$ cat src/rtl/refclk_pkg.sv
package refclk_pkg;
  localparam int REG_W    = 32;
  localparam int SEL_W    = 4;
  localparam int SEL_LSB  = 0;
  localparam int ACT_BIT  = 8;
  localparam int REQ_BIT  = 9;
  localparam int OE_BIT   = 12;
  localparam int ON_BIT   = 15;
  localparam int DIV_W    = 15;
  localparam int DIV_LSB  = 16;
  localparam int TRIM_W   = 9;
  localparam int TRIM_LSB = 23;

  typedef struct packed {
    logic              on;
    logic              oe;
    logic              req;
    logic [SEL_W-1:0]  sel;
    logic [DIV_W-1:0]  div;
    logic [TRIM_W-1:0] trim;
  } ctrl_t;
endpackage

$ cat src/rtl/refclk_regs.sv
module refclk_regs
  import refclk_pkg::*;
(
  input  logic             clk_i,
  input  logic             rst_ni,
  input  logic             we_i,
  input  logic             addr_i,
  input  logic [REG_W-1:0] wdata_i,
  input  logic             active_i,
  input  logic             xfer_i,
  output ctrl_t            ctrl_o,
  output logic [REG_W-1:0] rdata_o
);
  ctrl_t ctrl_q;
  logic  wr_ctl, wr_trim;

  assign wr_ctl  = we_i && !addr_i;
  assign wr_trim = we_i && addr_i;

  always_ff @(posedge clk_i or negedge rst_ni) begin
    if (!rst_ni) begin
      ctrl_q <= '0;
    end else begin
      // set by software wins over the transfer clear
      ctrl_q.req <= (ctrl_q.req && !xfer_i) || (wr_ctl && wdata_i[REQ_BIT]);
      if (wr_ctl) begin
        ctrl_q.on  <= wdata_i[ON_BIT];
        ctrl_q.oe  <= wdata_i[OE_BIT];
        ctrl_q.div <= wdata_i[DIV_LSB +: DIV_W];
        if (!active_i) ctrl_q.sel <= wdata_i[SEL_LSB +: SEL_W];
      end
      if (wr_trim) ctrl_q.trim <= wdata_i[TRIM_LSB +: TRIM_W];
    end
  end

  always_comb begin
    rdata_o = '0;
    if (addr_i) begin
      rdata_o[TRIM_LSB +: TRIM_W] = ctrl_q.trim;
    end else begin
      rdata_o[SEL_LSB +: SEL_W] = ctrl_q.sel;
      rdata_o[ACT_BIT]          = active_i;
      rdata_o[REQ_BIT]          = ctrl_q.req;
      rdata_o[OE_BIT]           = ctrl_q.oe;
      rdata_o[ON_BIT]           = ctrl_q.on;
      rdata_o[DIV_LSB +: DIV_W] = ctrl_q.div;
    end
  end

  assign ctrl_o = ctrl_q;
endmodule

$ cat src/rtl/refclk_src_mux.sv
module refclk_src_mux
  import refclk_pkg::*;
#(
  parameter int NUM_SRC = 4
) (
  input  logic [NUM_SRC-1:0] src_i,
  input  logic [SEL_W-1:0]   sel_i,
  output logic               tick_o
);
  logic [NUM_SRC-1:0] hit;

  for (genvar g = 0; g < NUM_SRC; g++) begin : g_src
    assign hit[g] = src_i[g] && (sel_i == SEL_W'(g));
  end

  assign tick_o = |hit;
endmodule

$ cat src/rtl/refclk_div_core.sv
module refclk_div_core
  import refclk_pkg::*;
(
  input  logic              clk_i,
  input  logic              rst_ni,
  input  logic              on_i,
  input  logic              tick_i,
  input  logic              req_i,
  input  logic [DIV_W-1:0]  div_sh_i,
  input  logic [TRIM_W-1:0] trim_sh_i,
  output logic              xfer_o,
  output logic              active_o,
  output logic              lvl_o,
  output logic              rise_o
);
  logic [DIV_W-1:0]  act_div_q, cnt_q;
  logic [TRIM_W-1:0] act_trim_q, acc_q;
  logic              extra_q, lvl_q, rise_q, active_q;
  logic              bypass, hp_end, edge_hit;
  logic [DIV_W:0]    hp_len, cnt_nx;
  logic [TRIM_W:0]   acc_sum;

  assign bypass   = (act_div_q == '0);
  assign hp_len   = {1'b0, act_div_q} + {{DIV_W{1'b0}}, extra_q};
  assign cnt_nx   = {1'b0, cnt_q} + (DIV_W+1)'(1);
  assign hp_end   = (cnt_nx == hp_len);
  assign acc_sum  = {1'b0, acc_q} + {1'b0, act_trim_q};
  assign edge_hit = on_i && tick_i && (bypass || hp_end);
  assign xfer_o   = req_i && (!on_i || edge_hit);

  always_ff @(posedge clk_i or negedge rst_ni) begin
    if (!rst_ni) begin
      act_div_q  <= '0;
      act_trim_q <= '0;
      cnt_q      <= '0;
      acc_q      <= '0;
      extra_q    <= 1'b0;
      lvl_q      <= 1'b0;
      rise_q     <= 1'b0;
      active_q   <= 1'b0;
    end else begin
      active_q <= on_i && (active_q || tick_i);
      if (!on_i) begin
        cnt_q   <= '0;
        acc_q   <= '0;
        extra_q <= 1'b0;
        lvl_q   <= 1'b0;
        rise_q  <= 1'b0;
      end else if (tick_i) begin
        if (bypass) begin
          lvl_q   <= 1'b1;
          rise_q  <= 1'b1;
          cnt_q   <= '0;
          acc_q   <= '0;
          extra_q <= 1'b0;
        end else if (hp_end) begin
          cnt_q   <= '0;
          lvl_q   <= !lvl_q;
          rise_q  <= !lvl_q;
          extra_q <= acc_sum[TRIM_W];
          acc_q   <= acc_sum[TRIM_W-1:0];
        end else begin
          cnt_q  <= cnt_nx[DIV_W-1:0];
          rise_q <= 1'b0;
        end
      end else begin
        rise_q <= 1'b0;
        if (bypass) lvl_q <= 1'b0;
      end
      // new divisor restarts the fraction phase
      if (xfer_o) begin
        act_div_q  <= div_sh_i;
        act_trim_q <= trim_sh_i;
        acc_q      <= '0;
        extra_q    <= 1'b0;
      end
    end
  end

  assign active_o = active_q;
  assign lvl_o    = lvl_q;
  assign rise_o   = rise_q;
endmodule

$ cat src/rtl/refclk_frac_div.sv
module refclk_frac_div
  import refclk_pkg::*;
#(
  parameter int NUM_SRC = 4
) (
  input  logic               clk_i,
  input  logic               rst_ni,
  input  logic [NUM_SRC-1:0] src_tick_i,
  input  logic               reg_we_i,
  input  logic               reg_addr_i,
  input  logic [31:0]        reg_wdata_i,
  output logic [31:0]        reg_rdata_o,
  output logic               ref_lvl_o,
  output logic               ref_rise_o
);
  ctrl_t ctrl;
  logic  tick, xfer, active, lvl, rise;

  refclk_regs u_regs (
    .clk_i    (clk_i),
    .rst_ni   (rst_ni),
    .we_i     (reg_we_i),
    .addr_i   (reg_addr_i),
    .wdata_i  (reg_wdata_i),
    .active_i (active),
    .xfer_i   (xfer),
    .ctrl_o   (ctrl),
    .rdata_o  (reg_rdata_o)
  );

  refclk_src_mux #(.NUM_SRC(NUM_SRC)) u_mux (
    .src_i  (src_tick_i),
    .sel_i  (ctrl.sel),
    .tick_o (tick)
  );

  refclk_div_core u_core (
    .clk_i     (clk_i),
    .rst_ni    (rst_ni),
    .on_i      (ctrl.on),
    .tick_i    (tick),
    .req_i     (ctrl.req),
    .div_sh_i  (ctrl.div),
    .trim_sh_i (ctrl.trim),
    .xfer_o    (xfer),
    .active_o  (active),
    .lvl_o     (lvl),
    .rise_o    (rise)
  );

  assign ref_lvl_o  = lvl && ctrl.oe;
  assign ref_rise_o = rise && ctrl.oe;
endmodule

$ cat config.mk
export PLATFORM = sky130hd
export DESIGN_NAME = refclk_frac_div
export DESIGN_NICKNAME = d
export VERILOG_FILES = /design/src/rtl/refclk_pkg.sv /design/src/rtl/refclk_regs.sv /design/src/rtl/refclk_src_mux.sv /design/src/rtl/refclk_div_core.sv /design/src/rtl/refclk_frac_div.sv
export SDC_FILE = /design/constraint.sdc
export NUM_CORES = 1
export LEC_CHECK = 0
export ABC_AREA = 1
export BUFFER_PORTS_ARGS = -buffer_cell sky130_fd_sc_hd__buf_4
export CAP_MARGIN = 30
export CORE_MARGIN = 8
export CORE_UTILIZATION = 42
export DETAILED_ROUTE_END_ITERATION = 6
export GPL_TIMING_DRIVEN = 0
export SLEW_MARGIN = 10
export SYNTH_ARGS = -nofsm -noshare
export SYNTH_HDL_FRONTEND = slang
export SYNTH_SLANG_ARGS = --single-unit
export TNS_END_PERCENT = 1
$ cat constraint.sdc
create_clock -name clk_i -period 2.66 [get_ports clk_i]
set_clock_uncertainty 0.05 [all_clocks]
set_input_delay 0.399 -clock clk_i [delete_from_list [all_inputs] [get_ports clk_i]]
set_output_delay 0.399 -clock clk_i [all_outputs]
set_load 0.01 [all_outputs]
# After elaboration in Yosys (flattened, before gate mapping)
# Cells that the tools add are included.
# totals
romBits	0
mem_count	0
input_bits	40
register_bits	83
ram_bits	0
latch_bits	0
# classes
addsub	3
n_shift	0
reduce_logical	28
n_bitwise	1
n_mul	0
div_mod_pow	0
n_eq_ne	9
order_cmp	0
mux	29
# ops
operator	count
2-to-1 mux 15 bit	4
2-to-1 mux 9 bit	5
adder 15 x 1 -> 16 bit	1
adder 15 x 1 -> 16 bit (second input constant)	1
== test 16 bit	1
2-to-1 mux 1 bit	16
2-to-1 mux 8 bit	2
logical NOT 15 bit	1
logical AND 1 bit	14
adder 9 x 9 -> 10 bit	1
!= test 3 x 1 -> 1 bit (second input constant)	3
== test 4 x 2 -> 1 bit (second input constant)	2
AND reduction 2 bit	3
== test 4 x 1 -> 1 bit (second input constant)	1
logical NOT 1 bit	4
logical NOT 4 bit	1
logical OR 1 bit	4
2-to-1 mux 4 bit	1
!= test 4 x 1 -> 1 bit (second input constant)	1
OR reduction 4 bit	1
2-to-1 mux 2 bit	1
!= test 2 x 1 -> 1 bit (second input constant)	1
inverter 1 bit	1

# Logic depth before layout (Yosys ltp)
# Gate-level depths: netlist of the first run.
# depth
word_depth	10
depth_mapped	19

# Cells and area by module
# Synthesis of the first run repeated with hierarchy kept, for this count alone.
# unflattened
hier_cells	801
hier_area_um2	5616.6
# by_module_without_submodules
module	cells_per_inst	seq_area_each_um2	n_inst	area_per_inst_um2
refclk_div_core	590	1301.2	1	3941.3
refclk_regs	194	775.7	1	1605.3
refclk_src_mux	13	0.0	1	55.1
refclk_frac_div	4	0.0	1	15.0

# Worst setup path before layout of the first run
# Ideal clock, no wire load.
# synth_path
path_type	register to register
from	register u_core.act_div_q[0]
to	register u_core.act_div_q[5]
stages_incl_launch_ff	19
arrival_ps	2061
t_required_ps	2493
setup_ps	117
slack_ps	432
period_less_slack_ps	2228
path_cell_list	dfrtp_1 > ha_1 > ha_1 > nand3_1 > nor2_1 > nand3_1 > nand2_1 > nand2_1 > nand2_1 > nand2_1 > nor2_1 > nand2_1 > nor2_1 > nand2_2 > nand2_4 > nand3_2 > buf_2 > nand2_1 > nand2_1
# synth_via
elab_chain_len	6
# synth_rtl
element	line	source
start, declared	refclk_div_core.sv:16	logic [DIV_W-1:0] act_div_q, cnt_q;
start signal, assigned	refclk_div_core.sv:72	act_div_q <= div_sh_i;
adder 15 x 1 -> 16 bit	refclk_div_core.sv:24	assign hp_len = {1'b0, act_div_q} + {{DIV_W{1'b0}}, extra_q};
== test 16 bit	refclk_div_core.sv:26	assign hp_end = (cnt_nx == hp_len);
logical OR 1 bit *	refclk_div_core.sv:28	assign edge_hit = on_i && tick_i && (bypass || hp_end);
logical AND 1 bit *	refclk_div_core.sv:28	
logical OR 1 bit *	refclk_div_core.sv:29	assign xfer_o = req_i && (!on_i || edge_hit);
logical AND 1 bit *	refclk_div_core.sv:29	
# Every way passes the cells marked *; elsewhere a longest branch is shown, timed or not.
# A chain may end at the register's enable or synchronous reset.

# Worst setup path after layout of the first run
# layout_path
from	register u_core.cnt_q[0]
to	register u_core.act_div_q[8]
# layout_via
elab_chain_len	6
# layout_rtl
element	line	source
start, declared	refclk_div_core.sv:16	
start signal, assigned	refclk_div_core.sv:63	cnt_q <= cnt_nx[DIV_W-1:0];
adder 15 x 1 -> 16 bit	refclk_div_core.sv:25	assign cnt_nx = {1'b0, cnt_q} + (DIV_W+1)'(1);
== test 16 bit	refclk_div_core.sv:26	
logical OR 1 bit	refclk_div_core.sv:28	
logical AND 1 bit	refclk_div_core.sv:28	
logical OR 1 bit	refclk_div_core.sv:29	
logical AND 1 bit	refclk_div_core.sv:29	
# Every way passes these cells.

==> results.md, run 1 <==
- Status: finished, violations left
- Failing checks: hold timing
- Internal cell power: 2.909 mW
- # rows: 40
- Final core utilization: 0.5254
- Slew Viols, Final: 0
- CP Class: register to register
- Port bufs: 55
- CTS tree: done
- Top Ports: 74
- Post-Place Worst Slack: -0.1790 ns
- Max Fclk: approximately 400 MHz
- Vias in the first global route: around 4.9k
- Seq cells post-synth: 83
- CTS Root Cell: clkbuf_16
- Syn Area/Cell: approximately 7 um2
- Vias per cell: 5.019
- Crit path time final: roughly 2.5 ns
- Pwr Total: approximately 4.8 mW
- Sequential element share of the synthesized area: 0.3980
- First-pass GRT wire length: 23,500 um
- Post-Route Setup TNS: 0 ns
- Yosys warnings: 0
- Vert. Die Dim: between 100 and 150 um
- Antenna cells: 0
- Share of cells above drive strength 1: 0.1546
- Initial antenna violation count: 0
- Least-Margin Pin Slew: between 0.8 and 0.9 ns
- Sequential Power Share: 0.393
- Clock share of power: 0.243
- CP top delay family: simple AND/OR/NAND/NOR gates
- GRT Resource Usage Total: 0.1778
- Max_slew headroom: 0.4555
- CP peak stage delay: around 0.41 ns
- Initial Util: 0.4327
- Final Hold Viols: 9
- Combinational share of power: 0.364
- Core Area: 12,060 um2
- Largest net degree at the start of global routing: 46
- Crit path capture type: register
- Hold-fix buffers, CTS: 0
- Storage element area: between 2000 and 2500 um2
- DP HPWL: around 11,000 um
- Max stage delay cell, worst path: dfrtp_2
- Post-Synthesis Cells: 754
- Overflow after GRT: 0
- Max cap viols: 0
- Final Instance Count excl. Fillers: between 1k and 1.5k
- NetSw: between 1.5 and 2 mW
- Distinct cells, synth: 31
- WL/cell: around 14 um
- Reg clk slew, reported paths: ~0.06 ns
- CP arrival: roughly 2.7 ns
- HP Class: input port to asynchronous set/reset pin
- Post-Synthesis Cell Area: about 5200 um2
- Final #Nets: a little under 900
- Worst Hold Slack: -0.01968 ns
- Total CTS buffers: 9
- Via Count: slightly above 5k
- CTS sink count: 83
- Max IR drop VDD: between 0.2 and 0.3 mV
- Routed Antenna Nets: 0
- Sw Ratio: 0.3949
- H-tree Lvls: 3
- RSZ-0062 raised after global routing: no
- Placer Congestion: 0.8550
- Critical path buffer and inverter count: 1
- CP Data Required Time: 2.84 ns
- Max Root-Sink Buffers: 2
- Number of fill cells: between 1k and 1.5k
- Area Growth Syn to Fin: 21.43%
- Clk Latency, worst-skew pair: 0.34 ns
- Die width: approximately 130 um
- DR iter-0 viols: 276
- Area post-placement: slightly below 6000 um2
- Worst Slack Setup Final: ~0.19 ns
- Drt pass-1 iters: 5
- Die area: 16,250 um2
- # DRC: 0
- Multi-input gate area: 2728 um2
- Tcrit/Tclk final: 0.9295
- Leakage: ~3.3 nW
- Startpoint Class: register
- Crit path cell chain: ha_4 -> nand2_2 -> nor2_4 -> nand3_2 -> o21ai_1 -> nand2_1 -> xnor2_1 -> nor2_2 -> nand2_2 -> nand2_4 -> nand3_4 -> buf_4 -> nand2_1 -> nand2_1
- Routed wire length: 14,230 um
- Placed instance count: 985
- Most used cell, CP: nand2_1
- Power Dens Cells: between 700 and 800 nW/um2
- Fin area: 6337 um2
- Max FO, Critical Path: 10
- Setup violators final: 0
-- synthesized netlist by cell type (all sizes together) --
library cell  instances  area (um2)
inv                  87       326.6
o211ai                1       7.510
nand2               292        1116
ha                   13       162.7
o21ai                35       175.2
o22ai                11       68.82
a21oi                16       80.08
clkbuf               15       56.30
clkinv                1       3.750
mux2                  1       11.26
o21bai                1       7.510
buf                  19       128.9
nor4                  2       12.51
dfrtp                83        2077
nand3                34       185.2
conb                  1       3.750
nand4                56       350.3
nor3                  1       5.000
fa                    1       20.02
xor2                 10       87.58
nor2                 71       306.5
xnor2                 3       26.28
-- path summary, 6_finish.rpt --
check / slack [ns] / depth (start not counted) / to / startpoint
max: 0.19 / 14 / u_core.act_div_q[8] / u_core.cnt_q[0]
min: -0.02 / 1 / u_core.cnt_q[6] / rst_ni
max reg2reg: 0.19 / 14 / u_core.act_div_q[8] / u_core.cnt_q[0]
min reg2reg: 0.43 / 2 / u_core.act_trim_q[2] / u_core.act_trim_q[2]
max in group asynchronous: 1.97 / 2 / u_core.extra_q / rst_ni
min in group clk_i: 0.22 / 3 / u_regs.ctrl_o[28] / reg_wdata_i[9]
-- final cells by class --
type,count,area share
tap,168,0.03317
inverter,88,0.05212
buffer,34,0.03277
multi-input combinational,556,0.4304
clock inverter,4,0.004146
clock buffer,11,0.03830
timing repair buffer,65,0.08075
sequential,83,0.3283
-- registers in the layout (all words and copies together), names as in the netlist --
signal             count
u_core.act_div_q      15
u_core.active_o        1
u_core.cnt_q          15
u_core.extra_q         1
u_core.rise_o          1
u_core.acc_q           9
u_regs.ctrl_o         31
u_core.act_trim_q      9
u_core.lvl_o           1
-- logic make-up (layout without fill, tap and decap cells) --
group	Yosys count	in the layout	synth area share
AND/OR/NAND/NOR	456	456	0.3786
buffers and inverters	122	202	0.09877
flip-flops	83	83	0.3980
AO/OA/AOI/OAI	64	64	0.06497
adder cells (fa/ha/maj)	14	14	0.03500
XOR/XNOR	13	13	0.02182
other	1	8	0.0007186
multiplexers	1	1	0.002158
-- worst reg2reg max path, stage by stage (launching register included) --
cell	delay, ns
dfrtp_2	0.41
ha_4	0.17
nand2_2	0.09
nor2_4	0.26
nand3_2	0.14
o21ai_1	0.18
nand2_1	0.11
xnor2_1	0.15
nor2_2	0.14
nand2_2	0.10
nand2_4	0.13
nand3_4	0.12
buf_4	0.20
nand2_1	0.07
nand2_1	0.05
-- power groups by stage --
stage	Combinational [mW]	Sequential, mW	Clock, mW
finish	1.75	1.89	1.17
global route	2.00	1.94	1.23
CTS	1.70	1.87	1.19
detailed placement	1.67	1.89	0
global placement	1.62	1.89	0
floorplan	1.26	1.79	0
-- routing by layer --
metal / track usage / up-vias / part of all wire
met1: 0.2361 / 2342 / 0.48
li1: - / 2563 / -
met4: 0.07558 / 0 / 0.023
met2: 0.2756 / 136 / 0.44
met3: 0.03577 / 23 / 0.054
met5: 0 / - / 0
-- layout by cell type, fill, tap and decap left out, types with 4 or more instances in the layout --
cell type / instances
nand2_1: 286
inv_1: 85
dfrtp_1: 80
buf_4: 73
nor2_1: 58
nand4_1: 56
o21ai_0: 32
nand3_1: 29
clkbuf_1: 16
a21oi_1: 16
o22ai_1: 11
xor2_1: 10
ha_1: 10
nor2_2: 9
clkbuf_16: 9
conb_1: 8
nand2_2: 5
buf_2: 4
nor2_4: 4
-- repair_timing --
action                                  in CTS  in global routing
pin swaps                                    1                  4
gates resized for setup                      6                 22
endpoints found under the setup margin      45                 51
setup buffers                                2                  7
Note: power is estimated with default switching activity, not from simulation.
==> run 2, diff against run 1 <==
Clock period 2.66 ns to 2.6 ns, I/O delays scaled along.
==> results.md, run 2 (synthesized netlist as in run 1, its figures left out) <==
- Status: finished, final reports clean
- Post-Route Setup TNS: 0 ns
- Max cap viols: 0
- Hold Crit Start: reg_wdata_i[9]
- Initial Util: 0.4327
- Vert. Die Dim: between 100 and 150 um
- Tcrit/Tclk final: 0.9356
- Max stage delay cell, worst path: dfrtp_1
- Final Hold Viols: 0
- First-pass GRT wire length: 23,590 um
- Final #Nets: about 890
- Max FO, Critical Path: 10
- Leakage: 3.273 nW
- Power Dens Cells: about 780 nW/um2
- Drt pass-1 iters: 4
- Sw Ratio: 0.3954
- Port bufs: 55
- Overflow after GRT: 0
- Reg clk slew, reported paths: around 0.06 ns
- CP arrival: roughly 2.7 ns
- DR iter-0 viols: about 270
- Crit path cell chain: buf_4 -> ha_2 -> nand3_2 -> nor2_2 -> nand3_1 -> nand2_1 -> nand2_1 -> nand2_1 -> nand2_1 -> nor2_1 -> nand2_1 -> nor2_2 -> nand2_2 -> nand2_4 -> buf_8 -> buf_8 -> nand4_1 -> nand2_1
- Core Area: ~12,000 um2
- CTS sink count: 83
- CP peak stage delay: 0.41 ns
- Vias per cell: about 5.0
- Share of cells above drive strength 1: 0.1570
- H-tree Lvls: 3
- R2R Path Start: u_core.act_div_q[0]
- Crit path capture type: register
- RSZ-0062 raised after global routing: yes
- Antenna cells: 0
- Max Root-Sink Buffers: 2
- Max IR drop VDD: 0.2898 mV
- CTS tree: done
- Crit path time final: 2.433 ns
- Combinational share of power: 0.365
- Most used cell, CP: nand2_1
- Sequential Power Share: 0.392
- DP HPWL: roughly 11,000 um
- Setup violators final: 0
- Least-Margin Pin Slew: between 0.8 and 0.9 ns
- Clock share of power: 0.243
- Die area: approximately 16,000 um2
- Max Fclk: roughly 410 MHz
- CTS Root Cell: clkbuf_16
- Largest net degree at the start of global routing: between 40 and 50
- Max_slew headroom: 0.4575
- Area Growth Syn to Fin: 21.87%
- FF-to-FF setup slack: between 0.15 and 0.2 ns
- Top Ports: 74
- CP Class: register to register
- Initial antenna violation count: 0
- Area post-placement: between 5000 and 6000 um2
- Final core utilization: 0.5273
- Cells on Worst Hold Path: 3
- HP Class: input port to register
- Internal cell power: roughly 3 mW
- R2r worst-path depth: 18
- Most common cell after layout, fill and taps aside: nand2_1
- CP Data Required Time: roughly 2.8 ns
- Total CTS buffers: 9
- Clk Latency, worst-skew pair: 0.34 ns
- Routed wire length: 14,230 um
- # rows: 40
- Slew Viols, Final: 0
- # DRC: 0
- Startpoint Class: register
- Largest register FFs: 31
- Placer Congestion: 0.8550
- GRT Resource Usage Total: 0.1785
- Hold Path End: u_regs.ctrl_o[28]
- WL/cell: around 14 um
- Die width: between 100 and 150 um
- Worst R2R End: u_core.acc_q[4]
- Via Count: 5,036
- NetSw: 1.951 mW
- Vias in the first global route: between 4k and 5k
- Fin area: ~6400 um2
- Routed Antenna Nets: 0
- Most frequent cells in the layout: 286 x nand2_1, 84 x inv_1, 80 x dfrtp_1, 70 x buf_4, 57 x nor2_1
-- run 2: worst max-delay path: cells and delay by family (launching register included) --
kind,cells,cell delay (ns)
simple gates,14,1.35
flops,1,0.41
fa+ha+maj,1,0.17
buf+inv,3,0.40
-- run 2: repair_timing --
action                     CTS  global route
hold endpoints to repair     7             0
buffers inserted             4             4
gates resized for setup     13            23
setup endpoints to repair   49            49
hold buffers                 1             0
gates cloned                 0             0
pin swaps                    2             6
-- run 2: worst max path at each step --
stage / startpoint / to / slack (ns) / cells past startpoint
2_1_floorplan: u_core.act_div_q[0] / u_core.act_div_q[5] / 0.37 / 18
3_3_place_gp: u_core.extra_q / u_core.act_trim_q[8] / -0.19 / 18
3_5_place_dp: u_core.extra_q / u_core.act_trim_q[5] / -0.24 / 18
4_1_cts: u_core.extra_q / u_core.act_trim_q[5] / 0.0005 / 18
5_1_grt: u_core.cnt_q[0] / u_core.acc_q[8] / -0.04 / 17
6_report: u_core.act_div_q[0] / u_core.acc_q[4] / 0.17 / 18
-- run 2: layout make-up --
class | count | area [um2]
Multi-Input combinational cell | 556 | 2738
Clock buffer | 11 | 242.7
Clock inverter | 4 | 26.28
Inverter | 88 | 332.8
Fill cell | 1186 | 5702
Tap cell | 168 | 210.2
Sequential cell | 83 | 2081
Timing Repair Buffer | 65 | 514.2
Buffer | 34 | 215.2
-- run 2: per-stage QoR --
stage               power [mW]  hold WS [ns]  worst slack [ns]  cells
finish                   4.934        0.2110            0.1674   1009
global route             5.300        0.2271          -0.03712   1009
CTS                      4.884        0.2039         0.0004503   1005
detailed placement       3.644        0.3558           -0.2390    985
global placement         3.589        0.4155           -0.1947    984
floorplan                3.116       0.04441            0.3719    761
-- run 2: power by group through the flow --
| stage | combinational (mW) | clock [mW] | sequential [mW] |
|---|---|---|---|
| after floorplan | 1.29 | 0 | 1.83 |
| after global placement | 1.66 | 0 | 1.93 |
| after detailed placement | 1.71 | 0 | 1.94 |
| after CTS | 1.74 | 1.22 | 1.92 |
| after global routing | 2.05 | 1.26 | 1.98 |
| final | 1.80 | 1.20 | 1.93 |
-- run 2: routing by layer --
metal	GRT usage	up-vias	wire length (um)
met2	0.2765	128	6266
met4	0.07628	0	329
met1	0.2366	2327	6902
met3	0.03619	21	727
met5	0	-	0
li1	-	2560	-
